$ cat src/rtl/strm_pkg.sv
// Shared types for the stream-to-memory burst write engine.
package strm_pkg;

    // Configuration sequencer position.
    typedef enum logic [1:0] {
        CFG_WAIT_SEL  = 2'd0,
        CFG_WAIT_ADDR = 2'd1,
        CFG_WAIT_CNT  = 2'd2
    } cfg_state_t;

    // Burst engine phase.
    typedef enum logic [1:0] {
        BW_IDLE = 2'd0,
        BW_ADDR = 2'd1,
        BW_DATA = 2'd2,
        BW_RESP = 2'd3
    } bw_state_t;

endpackage

$ cat src/rtl/strm_cmd_capture.sv
// Command capture: walks the select / address / count sequence on the
// configuration port and emits a one-cycle start pulse with the command.
// Assumes busy_i covers the whole transfer, including the start cycle.
module strm_cmd_capture
    import strm_pkg::*;
#(
    parameter int          ADDR_W   = 32,
    parameter int          CNT_W    = 16,
    parameter int          CFG_W    = 32,
    parameter logic [31:0] SEL_CODE = 32'h0000_00A5
) (
    input  logic              clk,
    input  logic              rst_n,
    input  logic              cfg_valid_i,
    input  logic [CFG_W-1:0]  cfg_data_i,
    input  logic              busy_i,
    output logic              start_o,
    output logic [ADDR_W-1:0] addr_o,
    output logic [CNT_W-1:0]  count_o
);

    localparam logic [CFG_W-1:0] SEL_VAL = CFG_W'(SEL_CODE);

    cfg_state_t       seq_q;
    logic             accept;

    // A write counts only while no transfer is in progress.
    assign accept = cfg_valid_i && !busy_i;

    // Sequencer: advance on accepted writes, fire start after the count.
    always_ff @(posedge clk) begin
        if (!rst_n) begin
            seq_q   <= CFG_WAIT_SEL;
            start_o <= 1'b0;
            addr_o  <= '0;
            count_o <= '0;
        end else begin
            start_o <= 1'b0;
            if (accept) begin
                case (seq_q)
                    CFG_WAIT_SEL: begin
                        if (cfg_data_i == SEL_VAL) seq_q <= CFG_WAIT_ADDR;
                    end
                    CFG_WAIT_ADDR: begin
                        addr_o <= cfg_data_i[ADDR_W-1:0];
                        seq_q  <= CFG_WAIT_CNT;
                    end
                    CFG_WAIT_CNT: begin
                        count_o <= cfg_data_i[CNT_W-1:0];
                        start_o <= 1'b1;
                        seq_q   <= CFG_WAIT_SEL;
                    end
                    default: seq_q <= CFG_WAIT_SEL;
                endcase
            end
        end
    end

    // no new start is produced while the engine is busy.
    assert_no_start_busy_R10: assert property (@(posedge clk) disable iff (!rst_n)
        busy_i |=> !start_o);

endmodule

$ cat src/rtl/strm_fifo.sv
// Absorbing FIFO: always stores an incoming word, and requests a stop
// upstream once free space drops to STOP_LAT entries.
// Assumes DEPTH is a power of two and the source stops within STOP_LAT cycles.
module strm_fifo #(
    parameter int WIDTH    = 64,
    parameter int DEPTH    = 16,
    parameter int STOP_LAT = 4
) (
    input  logic             clk,
    input  logic             rst_n,
    input  logic             push_i,
    input  logic [WIDTH-1:0] data_i,
    input  logic             pop_i,
    output logic [WIDTH-1:0] data_o,
    output logic             empty_o,
    output logic             ready_o
);

    localparam int             PTR_W      = $clog2(DEPTH);
    localparam logic [PTR_W:0] FULL_CNT   = (PTR_W+1)'(DEPTH);
    localparam logic [PTR_W:0] OPEN_LIMIT = (PTR_W+1)'(DEPTH - STOP_LAT);

    logic [WIDTH-1:0] mem [DEPTH];
    logic [PTR_W-1:0] wr_ptr_q, rd_ptr_q;
    logic [PTR_W:0]   fill_q;
    logic             full, do_push, do_pop;

    assign full    = (fill_q == FULL_CNT);
    assign empty_o = (fill_q == '0);
    assign do_push = push_i && !full;
    assign do_pop  = pop_i && !empty_o;
    assign ready_o = (fill_q < OPEN_LIMIT);
    assign data_o  = mem[rd_ptr_q];

    // Storage write.
    always_ff @(posedge clk) begin
        if (do_push) mem[wr_ptr_q] <= data_i;
    end

    // Pointer and occupancy tracking.
    always_ff @(posedge clk) begin
        if (!rst_n) begin
            wr_ptr_q <= '0;
            rd_ptr_q <= '0;
            fill_q   <= '0;
        end else begin
            if (do_push) wr_ptr_q <= wr_ptr_q + 1'b1;
            if (do_pop)  rd_ptr_q <= rd_ptr_q + 1'b1;
            case ({do_push, do_pop})
                2'b10:   fill_q <= fill_q + 1'b1;
                2'b01:   fill_q <= fill_q - 1'b1;
                default: fill_q <= fill_q;
            endcase
        end
    end

    // the stop threshold leaves room for every late word.
    assert_no_overflow_R3: assert property (@(posedge clk) disable iff (!rst_n)
        push_i |-> !full);

    // ready only drops because a word was stored.
    assert_ready_fall_R3: assert property (@(posedge clk) disable iff (!rst_n)
        $fell(ready_o) |-> $past(push_i));

endmodule

$ cat src/rtl/strm_burst_ctrl.sv
// Burst sequencer: splits a command into bursts of at most BURST_LEN beats,
// issues one address phase, the data beats and waits for the response,
// one burst at a time. Response codes are not inspected.
module strm_burst_ctrl
    import strm_pkg::*;
#(
    parameter int ADDR_W    = 32,
    parameter int CNT_W     = 16,
    parameter int DATA_W    = 64,
    parameter int BURST_LEN = 4
) (
    input  logic              clk,
    input  logic              rst_n,
    input  logic              start_i,
    input  logic [ADDR_W-1:0] base_i,
    input  logic [CNT_W-1:0]  count_i,
    input  logic              fifo_empty_i,
    input  logic              awready_i,
    input  logic              wready_i,
    input  logic              bvalid_i,
    output logic              awvalid_o,
    output logic [ADDR_W-1:0] awaddr_o,
    output logic [7:0]        awlen_o,
    output logic              wvalid_o,
    output logic              wlast_o,
    output logic              bready_o,
    output logic              pop_o,
    output logic              done_o,
    output logic              idle_o
);

    localparam int                BYTES  = DATA_W / 8;
    localparam logic [ADDR_W-1:0] STEP_A = ADDR_W'(BYTES * BURST_LEN);
    localparam logic [CNT_W-1:0]  BL_W   = CNT_W'(BURST_LEN);

    bw_state_t         state_q;
    logic [ADDR_W-1:0] addr_q;
    logic [CNT_W-1:0]  remain_q;
    logic [7:0]        len_q, beat_q;
    logic              done_q;
    logic [CNT_W-1:0]  chunk;
    logic [CNT_W-1:0]  sent_words;

    // Words in the next burst: a full burst or what is left.
    always_comb chunk = (remain_q > BL_W) ? BL_W : remain_q;

    assign sent_words = CNT_W'(len_q) + CNT_W'(1);
    assign awvalid_o  = (state_q == BW_ADDR);
    assign awaddr_o   = addr_q;
    assign awlen_o    = 8'(chunk - CNT_W'(1));
    assign wvalid_o   = (state_q == BW_DATA) && !fifo_empty_i;
    assign wlast_o    = (state_q == BW_DATA) && (beat_q == len_q);
    assign pop_o      = wvalid_o && wready_i;
    assign bready_o   = (state_q == BW_RESP);
    assign done_o     = done_q;
    assign idle_o     = (state_q == BW_IDLE);

    // Phase sequencing, address stepping and completion flag.
    always_ff @(posedge clk) begin
        if (!rst_n) begin
            state_q  <= BW_IDLE;
            addr_q   <= '0;
            remain_q <= '0;
            len_q    <= '0;
            beat_q   <= '0;
            done_q   <= 1'b0;
        end else begin
            case (state_q)
                BW_IDLE: begin
                    if (start_i) begin
                        addr_q   <= base_i;
                        remain_q <= count_i;
                        done_q   <= (count_i == '0);
                        if (count_i != '0) state_q <= BW_ADDR;
                    end
                end
                BW_ADDR: begin
                    if (awready_i) begin
                        len_q   <= awlen_o;
                        beat_q  <= '0;
                        state_q <= BW_DATA;
                    end
                end
                BW_DATA: begin
                    if (pop_o) begin
                        if (wlast_o) state_q <= BW_RESP;
                        else         beat_q  <= beat_q + 1'b1;
                    end
                end
                BW_RESP: begin
                    if (bvalid_i) begin
                        remain_q <= remain_q - sent_words;
                        addr_q   <= addr_q + STEP_A;
                        if (remain_q == sent_words) begin
                            done_q  <= 1'b1;
                            state_q <= BW_IDLE;
                        end else begin
                            state_q <= BW_ADDR;
                        end
                    end
                end
                default: state_q <= BW_IDLE;
            endcase
        end
    end

    // a stalled address phase holds its content.
    assert_aw_hold_R8: assert property (@(posedge clk) disable iff (!rst_n)
        awvalid_o && !awready_i |=> awvalid_o && $stable(awaddr_o) && $stable(awlen_o));

    // address and data phases never overlap.
    assert_one_burst_R7: assert property (@(posedge clk) disable iff (!rst_n)
        awvalid_o |-> !wvalid_o);

    // a burst never claims more beats than the burst length.
    assert_len_cap_R5: assert property (@(posedge clk) disable iff (!rst_n)
        awvalid_o |-> (awlen_o < 8'(BURST_LEN)));

    // the final beat is followed by the response phase.
    assert_last_to_resp_R6: assert property (@(posedge clk) disable iff (!rst_n)
        wvalid_o && wready_i && wlast_o |=> bready_o);

    // done rises only after a response or a zero-length command.
    assert_done_rise_R9: assert property (@(posedge clk) disable iff (!rst_n)
        $rose(done_o) |-> $past(bvalid_i && bready_o) || $past(start_i));

    // done clears only on a new command.
    assert_done_fall_R9: assert property (@(posedge clk) disable iff (!rst_n)
        $fell(done_o) |-> $past(start_i));

endmodule

$ cat src/rtl/strm_burst_writer.sv
// Top level: configuration capture, absorbing input FIFO and burst engine.
// Assumes the source honours in_ready within STOP_LAT cycles and that the
// memory side returns one write response per burst.
module strm_burst_writer #(
    parameter int          DATA_W     = 64,
    parameter int          ADDR_W     = 32,
    parameter int          CNT_W      = 16,
    parameter int          CFG_W      = 32,
    parameter int          BURST_LEN  = 4,
    parameter int          FIFO_DEPTH = 16,
    parameter int          STOP_LAT   = 4,
    parameter logic [31:0] SEL_CODE   = 32'h0000_00A5
) (
    input  logic                clk,
    input  logic                rst_n,
    input  logic                cfg_valid,
    input  logic [CFG_W-1:0]    cfg_data,
    input  logic                in_valid,
    input  logic [DATA_W-1:0]   in_data,
    output logic                in_ready,
    output logic                m_awvalid,
    input  logic                m_awready,
    output logic [ADDR_W-1:0]   m_awaddr,
    output logic [7:0]          m_awlen,
    output logic [2:0]          m_awsize,
    output logic [1:0]          m_awburst,
    output logic                m_wvalid,
    input  logic                m_wready,
    output logic [DATA_W-1:0]   m_wdata,
    output logic [DATA_W/8-1:0] m_wstrb,
    output logic                m_wlast,
    input  logic                m_bvalid,
    output logic                m_bready,
    output logic                done
);

    localparam int BYTES     = DATA_W / 8;
    localparam int SIZE_CODE = $clog2(BYTES);

    logic              cmd_start;
    logic [ADDR_W-1:0] cmd_addr;
    logic [CNT_W-1:0]  cmd_count;
    logic              eng_idle, busy;
    logic              fifo_empty, fifo_pop;

    assign busy      = !eng_idle || cmd_start;
    assign m_awsize  = 3'(SIZE_CODE);
    assign m_awburst = 2'b01;
    assign m_wstrb   = '1;

    strm_cmd_capture #(
        .ADDR_W(ADDR_W), .CNT_W(CNT_W), .CFG_W(CFG_W), .SEL_CODE(SEL_CODE)
    ) u_cmd (
        .clk(clk), .rst_n(rst_n),
        .cfg_valid_i(cfg_valid), .cfg_data_i(cfg_data), .busy_i(busy),
        .start_o(cmd_start), .addr_o(cmd_addr), .count_o(cmd_count)
    );

    strm_fifo #(
        .WIDTH(DATA_W), .DEPTH(FIFO_DEPTH), .STOP_LAT(STOP_LAT)
    ) u_fifo (
        .clk(clk), .rst_n(rst_n),
        .push_i(in_valid), .data_i(in_data), .pop_i(fifo_pop),
        .data_o(m_wdata), .empty_o(fifo_empty), .ready_o(in_ready)
    );

    strm_burst_ctrl #(
        .ADDR_W(ADDR_W), .CNT_W(CNT_W), .DATA_W(DATA_W), .BURST_LEN(BURST_LEN)
    ) u_ctrl (
        .clk(clk), .rst_n(rst_n),
        .start_i(cmd_start), .base_i(cmd_addr), .count_i(cmd_count),
        .fifo_empty_i(fifo_empty), .awready_i(m_awready), .wready_i(m_wready),
        .bvalid_i(m_bvalid),
        .awvalid_o(m_awvalid), .awaddr_o(m_awaddr), .awlen_o(m_awlen),
        .wvalid_o(m_wvalid), .wlast_o(m_wlast), .bready_o(m_bready),
        .pop_o(fifo_pop), .done_o(done), .idle_o(eng_idle)
    );

endmodule

$ cat config.mk
export PLATFORM = sky130hd
export DESIGN_NAME = strm_burst_writer
export DESIGN_NICKNAME = d
export VERILOG_FILES = /design/src/rtl/strm_pkg.sv /design/src/rtl/strm_cmd_capture.sv /design/src/rtl/strm_fifo.sv /design/src/rtl/strm_burst_ctrl.sv /design/src/rtl/strm_burst_writer.sv
export SDC_FILE = /design/constraint.sdc
export NUM_CORES = 1
export LEC_CHECK = 0
export BUFFER_PORTS_ARGS = -buffer_cell sky130_fd_sc_hd__buf_2
export CAP_MARGIN = 15
export CORE_MARGIN = 2
export CORE_UTILIZATION = 42
export CTS_CLUSTER_DIAMETER = 80
export DETAILED_ROUTE_END_ITERATION = 12
export PLACE_DENSITY_LB_ADDON = 0.05
export SKIP_CTS_REPAIR_TIMING = 1
export SLEW_MARGIN = 20
export SYNTH_ARGS = -nofsm -noshare
export SYNTH_HDL_FRONTEND = slang
export SYNTH_SLANG_ARGS = --single-unit
$ cat constraint.sdc
create_clock -name clk -period 17.05 [get_ports clk]
set_input_delay 4.2625 -clock clk [delete_from_list [all_inputs] [get_ports clk]]
set_output_delay 4.2625 -clock clk [all_outputs]
set_load 0.1 [all_outputs]
**Word level (Yosys, flattened, before mapping)**

Memories as Yosys holds them, arrays and structs flattened. A register that Yosys moved wholly into a read port is not among the register bits.
Index checks and enable logic that the tools add are counted.

- Add/sub/neg operators: 9
- Magnitude comparators: 2
- Equality and inequality tests: 20
- Mux-type cells: 31
- Reduce and logical (&&, ||, !) cells: 28

Operator list:

| cell | count |
|---|---|
| 32-bit 2-to-1 mux | 2 |
| 32-bit case mux with 2 select lines | 1 |
| 32-bit by 6-bit adder with 32-bit output (second input constant) | 1 |
| 32-bit by 8-bit equality test with 1-bit output (second input constant) | 1 |
| 16-bit 2-to-1 mux | 2 |
| 8-bit 2-to-1 mux | 4 |
| 16-bit case mux with 2 select lines | 1 |
| 16-bit by 9-bit equality test with 1-bit output | 1 |
| 16-bit by 3-bit > comparator with 1-bit output (second input constant) | 1 |
| 16-bit logical NOT | 1 |
| 8-bit case mux with 2 select lines | 1 |
| 16-bit nonzero test | 1 |
| 16-bit by 9-bit subtractor with 16-bit output | 1 |
| 2-bit 2-to-1 mux | 7 |
| 2-bit by 1-bit inequality test with 1-bit output (second input constant) | 5 |
| 5-bit case mux with 2 select lines | 1 |
| 2-bit AND reduction | 5 |
| 8-bit by 1-bit adder with 9-bit output (second input constant) | 1 |
| 4-bit by 1-bit adder with 4-bit output (second input constant) | 2 |
| 8-bit by 1-bit adder with 8-bit output (second input constant) | 1 |
| 2-bit equality test (second input constant) | 4 |
| 8-bit equality test | 1 |
| 4-bit 2-to-1 mux | 2 |
| 2-bit inequality test (second input constant) | 4 |
| 19 further kinds | 39 |

- Flip-flop bits (word level): 131
- Memory bits (writable): 1024
- Input bits: 103
- Output and inout port bits: 123
- Logic and storage cells: 104
- Memories: 1

Memories:

| memory | depth | bits a word | rd ports | clocked after memory_dff | write ports | RTL line | text |
|---|---|---|---|---|---|---|---|
| u_fifo.mem | 16 | 64 | 1 | 1 | 1 | strm_fifo.sv:23 | `logic [WIDTH-1:0] mem [DEPTH];` |

**Depth between registers and ports, before layout**

- Depth in word-level cells: 7
- Gate-level depth with buffers: 15

**Hierarchy**

A second synthesis with hierarchy kept.

- Cell total of the unflattened synthesis: 2378
- Area total of the unflattened synthesis: 46219.3 um^2

By module, submodules not included:

| module | instances | cells an instance | area each (um^2) |
|---|---|---|---|
| strm_fifo | 1 | 1539 | 39477.9 |
| strm_burst_ctrl | 1 | 590 | 4538.1 |
| strm_cmd_capture | 1 | 233 | 2092.0 |
| strm_burst_writer | 1 | 16 | 111.4 |

**Least setup slack after synthesis**

OpenSTA, ideal clock, no wires.

- Path kind: input -> register
- From: input in_valid
- To: memory u_fifo.mem[3][0] (enable)
- Library setup time: 0.565 ns
- Arrival: 9.156 ns
- Path slack: 7.330 ns
- Stages: 4
- Buffers on the path: 1
- Cell sequence: o21a_1 -> clkbuf_1 -> nand2_1 -> nor3_1

- Cells in the longest elaborated chain, start to end: 3

Ends and longest elaborated chain:

| element | RTL line | text |
|---|---|---|
| start, declared | strm_burst_writer.sv:18 | `input logic in_valid,` |
| 1-bit logical AND | strm_fifo.sv:30 | `assign do_push = push_i && !full;` |
| 1-bit 2-to-1 mux | strm_fifo.sv:37 | `if (do_push) mem[wr_ptr_q] <= data_i;` |
| 1-bit 2-to-1 mux (implied by the code) | strm_fifo.sv:37 |  |
| end, declared | strm_fifo.sv:23 |  |

Every way passes these cells.

==> results.ini <==
[floorplan]
core_um2 = 107000
die_y_um = 333
pin_count = 226
die_area_um2 = 111000
start_util_pct = 42.4
die_w_um = 333
fp-row-count = 120

[clock_network]
tritoncts = yes
clk_pin_slew_ns = 0.06
cts_buffers = 121
clock_latency_ns = 0.71
cts_root_buf = clkbuf_16
h-tree-depth = 3
clockBufferDepth = 3
clkSinkCount = 1159

[synthesis]
synthMuxAreaShare_pct = 16.0
synth_fa_ha_area_share_pct = 0.830
synth_area_per_cell_um2 = 19.4
seq_area_frac_synth_pct = 73.5
synthArstFlopShare_pct = 0
yosys-top-cells-area = edfxtp_1 (68%), mux4_2 (16%), dfxtp_1 (5.9%)
synth.largest_area_cell = edfxtp_1
ys_ff_latch = 1159
synth_top_family_by_area = multiplexers
ys.flop_type = edfxtp_1
synth-edff-count = 1024
syn_inst = 2347
synth_compound_area_share_pct = 3.10
yosysWarnings = 0
ys_types = 74
yosysTopAreaCellShare_pct = 67.6
synthXorXnorAreaFrac_pct = 0.693
synthSimpleGateAreaFrac_pct = 4.24
syn-cell-area_um2 = 45500

[pwr]
worst_ir_drop_vdd_v = 0.0000765
power.density_nw_per_um2 = 114
p_leak_nw = 16.4
fin_total_pwr_mw = 5.99

[sta]
setup_tns_ns = 0
slew_headroom_pct = 29.7
setup_viol = 0
rsz0062_at_grt = no
fin_skew_ns = 0.0323
tightestPinTransition_ns = 1.05
max_freq_ghz = 0.112
final-hold-violation-count = 0
holdWs_ns = 0.455
min_period_ns = 8.95
finalCritPeriodShare_pct = 52.5
slew_violations = 0

[cells_and_area]
multiInputGateArea_um2 = 11500
drive_gt1_share_pct = 29.6
fin_nets = 2735
area_growth_pct = 15.0
ff_latch_area_um2 = 33500
final_area_um2 = 52300
fillers = 8774

[global_route]
gr-total-overflow = 0
grt_pass1_wl_um = 163000
grt_pass1_vias = 24200
antenna_found_initial = 17
grt_util_all_layers_pct = 20.0
grt_max_degree = 156

[run]
max_cap_violations = 0

[detailed_routing]
initialDrtViolationCount = 1917
wl_per_cell_um = 26.8
drt_pass1_iterations = 5
drc_errors = 0
vias_per_cell = 5.67
route.vias.total = 23300
final_antenna_net_count = 0
wl_um = 110000

[place]
place_area_um2 = 48300
dpl.hpwl_um = 57900
gp_congestion = 0.779
io_buffers = 212

[min_path]
hp-class = reg2reg

[critical_path]
crit_buf_inv = 3
start_kind = flip-flop
slowest_stage = buf_4
required_ns = 12.79
worst_path_most_repeated_cell = mux4_2
slowest_delay_ns = 0.94
criticalPathCategory = reg2out
cp_max_fo = 155
path_cells = buf_12 -> buf_4 -> mux4_2 -> mux4_2 -> buf_2
critical_path.top_delay_family = buffers and inverters
critPathCaptureType = output pin
arrival_ns = 4.69

[status]
status = finished clean

## where the power goes
part	switching, mW	internal [mW]	total, mW
clock network	1.07	1.56	2.63
registers	0.00664	3.12	3.12
logic	0.189	0.0444	0.233
total	1.27	4.72	5.99
## per-stage QoR
step	instances	utilization [%]	setup slack (ns)
after floorplan	2358	-	7.33
after global placement	3882	45.0	8.72
after detailed placement	3882	45.0	8.68
after CTS	4108	48.7	7.92
after global routing	4111	48.7	7.94
final	4114	48.7	8.10
## flip-flops by register name (all words and copies together), names as in the netlist, named ones only
name             flops
u_ctrl.remain_q     16
u_ctrl.awaddr_o     32
u_cmd.addr_o        32
u_cmd.count_o       16
u_fifo.rd_ptr_q      4
u_fifo.mem        1024
u_cmd.start_o        1
u_ctrl.beat_q        8
u_ctrl.state_q       2
u_fifo.wr_ptr_q      4
u_cmd.seq_q          2
u_ctrl.len_q         8
u_ctrl.done_o        1
u_fifo.fill_q        5
## routing by layer
metal,vias to the layer above,GRT usage [%],wire length (um)
met1,12400,27.6,47500
met5,-,0,115
met3,164,3.54,5830
met4,18,5.48,2250
met2,611,32.7,54400
li1,10100,-,-
## tightest hold or removal path: cells and delay by family, from the launching register on
| family | cells | cell delay [ns] |
|---|---|---|
| AND/OR/NAND/NOR | 1 | 0.05 |
| flip-flops | 1 | 0.30 |
| AO/OA/AOI/OAI | 1 | 0.05 |
## synth_stat cells, types with 6 or more instances
cell type / count
buf_2: 31
o21ai_1: 7
ha_1: 27
a21oi_1: 112
nor3_1: 19
nand2_1: 150
nand2b_1: 8
o211ai_1: 9
mux2i_1: 7
xor2_1: 27
nand4_1: 15
nor3b_1: 7
and3_1: 14
buf_4: 13
and4_1: 6
or3_1: 9
nor4_1: 15
clkbuf_1: 81
nor2b_1: 6
xnor2_1: 9
inv_1: 28
buf_1: 14
a211oi_1: 12
and2_1: 8
nor2_1: 77
o21ai_0: 32
dfxtp_1: 135
nand3_1: 37
edfxtp_1: 1024
mux4_2: 320
a21o_1: 7
## worst paths after layout
check,endpoint,start,cells after the start,slack [ns]
setup / recovery,m_wdata[59],flip-flop,5,8.10
hold reg to reg,u_ctrl.awaddr_o[3],u_ctrl.awaddr_o[3],2,0.46
hold / removal,u_ctrl.awaddr_o[3],u_ctrl.awaddr_o[3],2,0.46
setup reg to reg,u_fifo.mem[11][32],u_fifo.fill_q[1],6,13.49
## final cells by class
| type | count | share of cell area, % |
|---|---|---|
| multi-input cells | 1029 | 21.9 |
| clock inverters | 74 | 1.50 |
| flip-flops and latches | 1159 | 64.0 |
| well taps | 1403 | 3.35 |
| clock buffers | 152 | 6.17 |
| inverters | 30 | 0.218 |
| diodes | 5 | 0.0239 |
| repair buffers | 262 | 2.83 |
## layout by cell type, fill, tap and decap left out, types with 8 or more instances in the layout
cell type / netlist / final
mux4_2: 320 / 320
nor2_4: 0 / 12
a211oi_1: 12 / 12
o21ai_0: 32 / 32
inv_1: 28 / 28
xnor2_1: 9 / 9
buf_4: 13 / 47
clkinv_1: 0 / 27
ha_1: 27 / 26
xor2_1: 27 / 27
clkbuf_1: 81 / 26
nor3_1: 19 / 15
buf_2: 31 / 212
clkinv_2: 0 / 21
nand3_1: 37 / 37
and3_1: 14 / 14
nand2_1: 150 / 150
a21oi_1: 112 / 112
conb_1: 2 / 13
nand2b_1: 8 / 8
dfxtp_1: 135 / 131
nor4_1: 15 / 15
or3_1: 9 / 9
clkbuf_16: 0 / 124
nor2_1: 77 / 65
nand4_1: 15 / 15
edfxtp_1: 1024 / 1024
o211ai_1: 9 / 9
bufinv_16: 0 / 15
## kinds of logic after synthesis
family | count (synthesis)
mux | 328
other cells | 2
fa+ha+maj | 29
simple gates | 394
xor+xnor | 36
flops | 1159
buf+inv | 170
compound gates | 229
No activity file was read; power rests on OpenSTA's default activity.
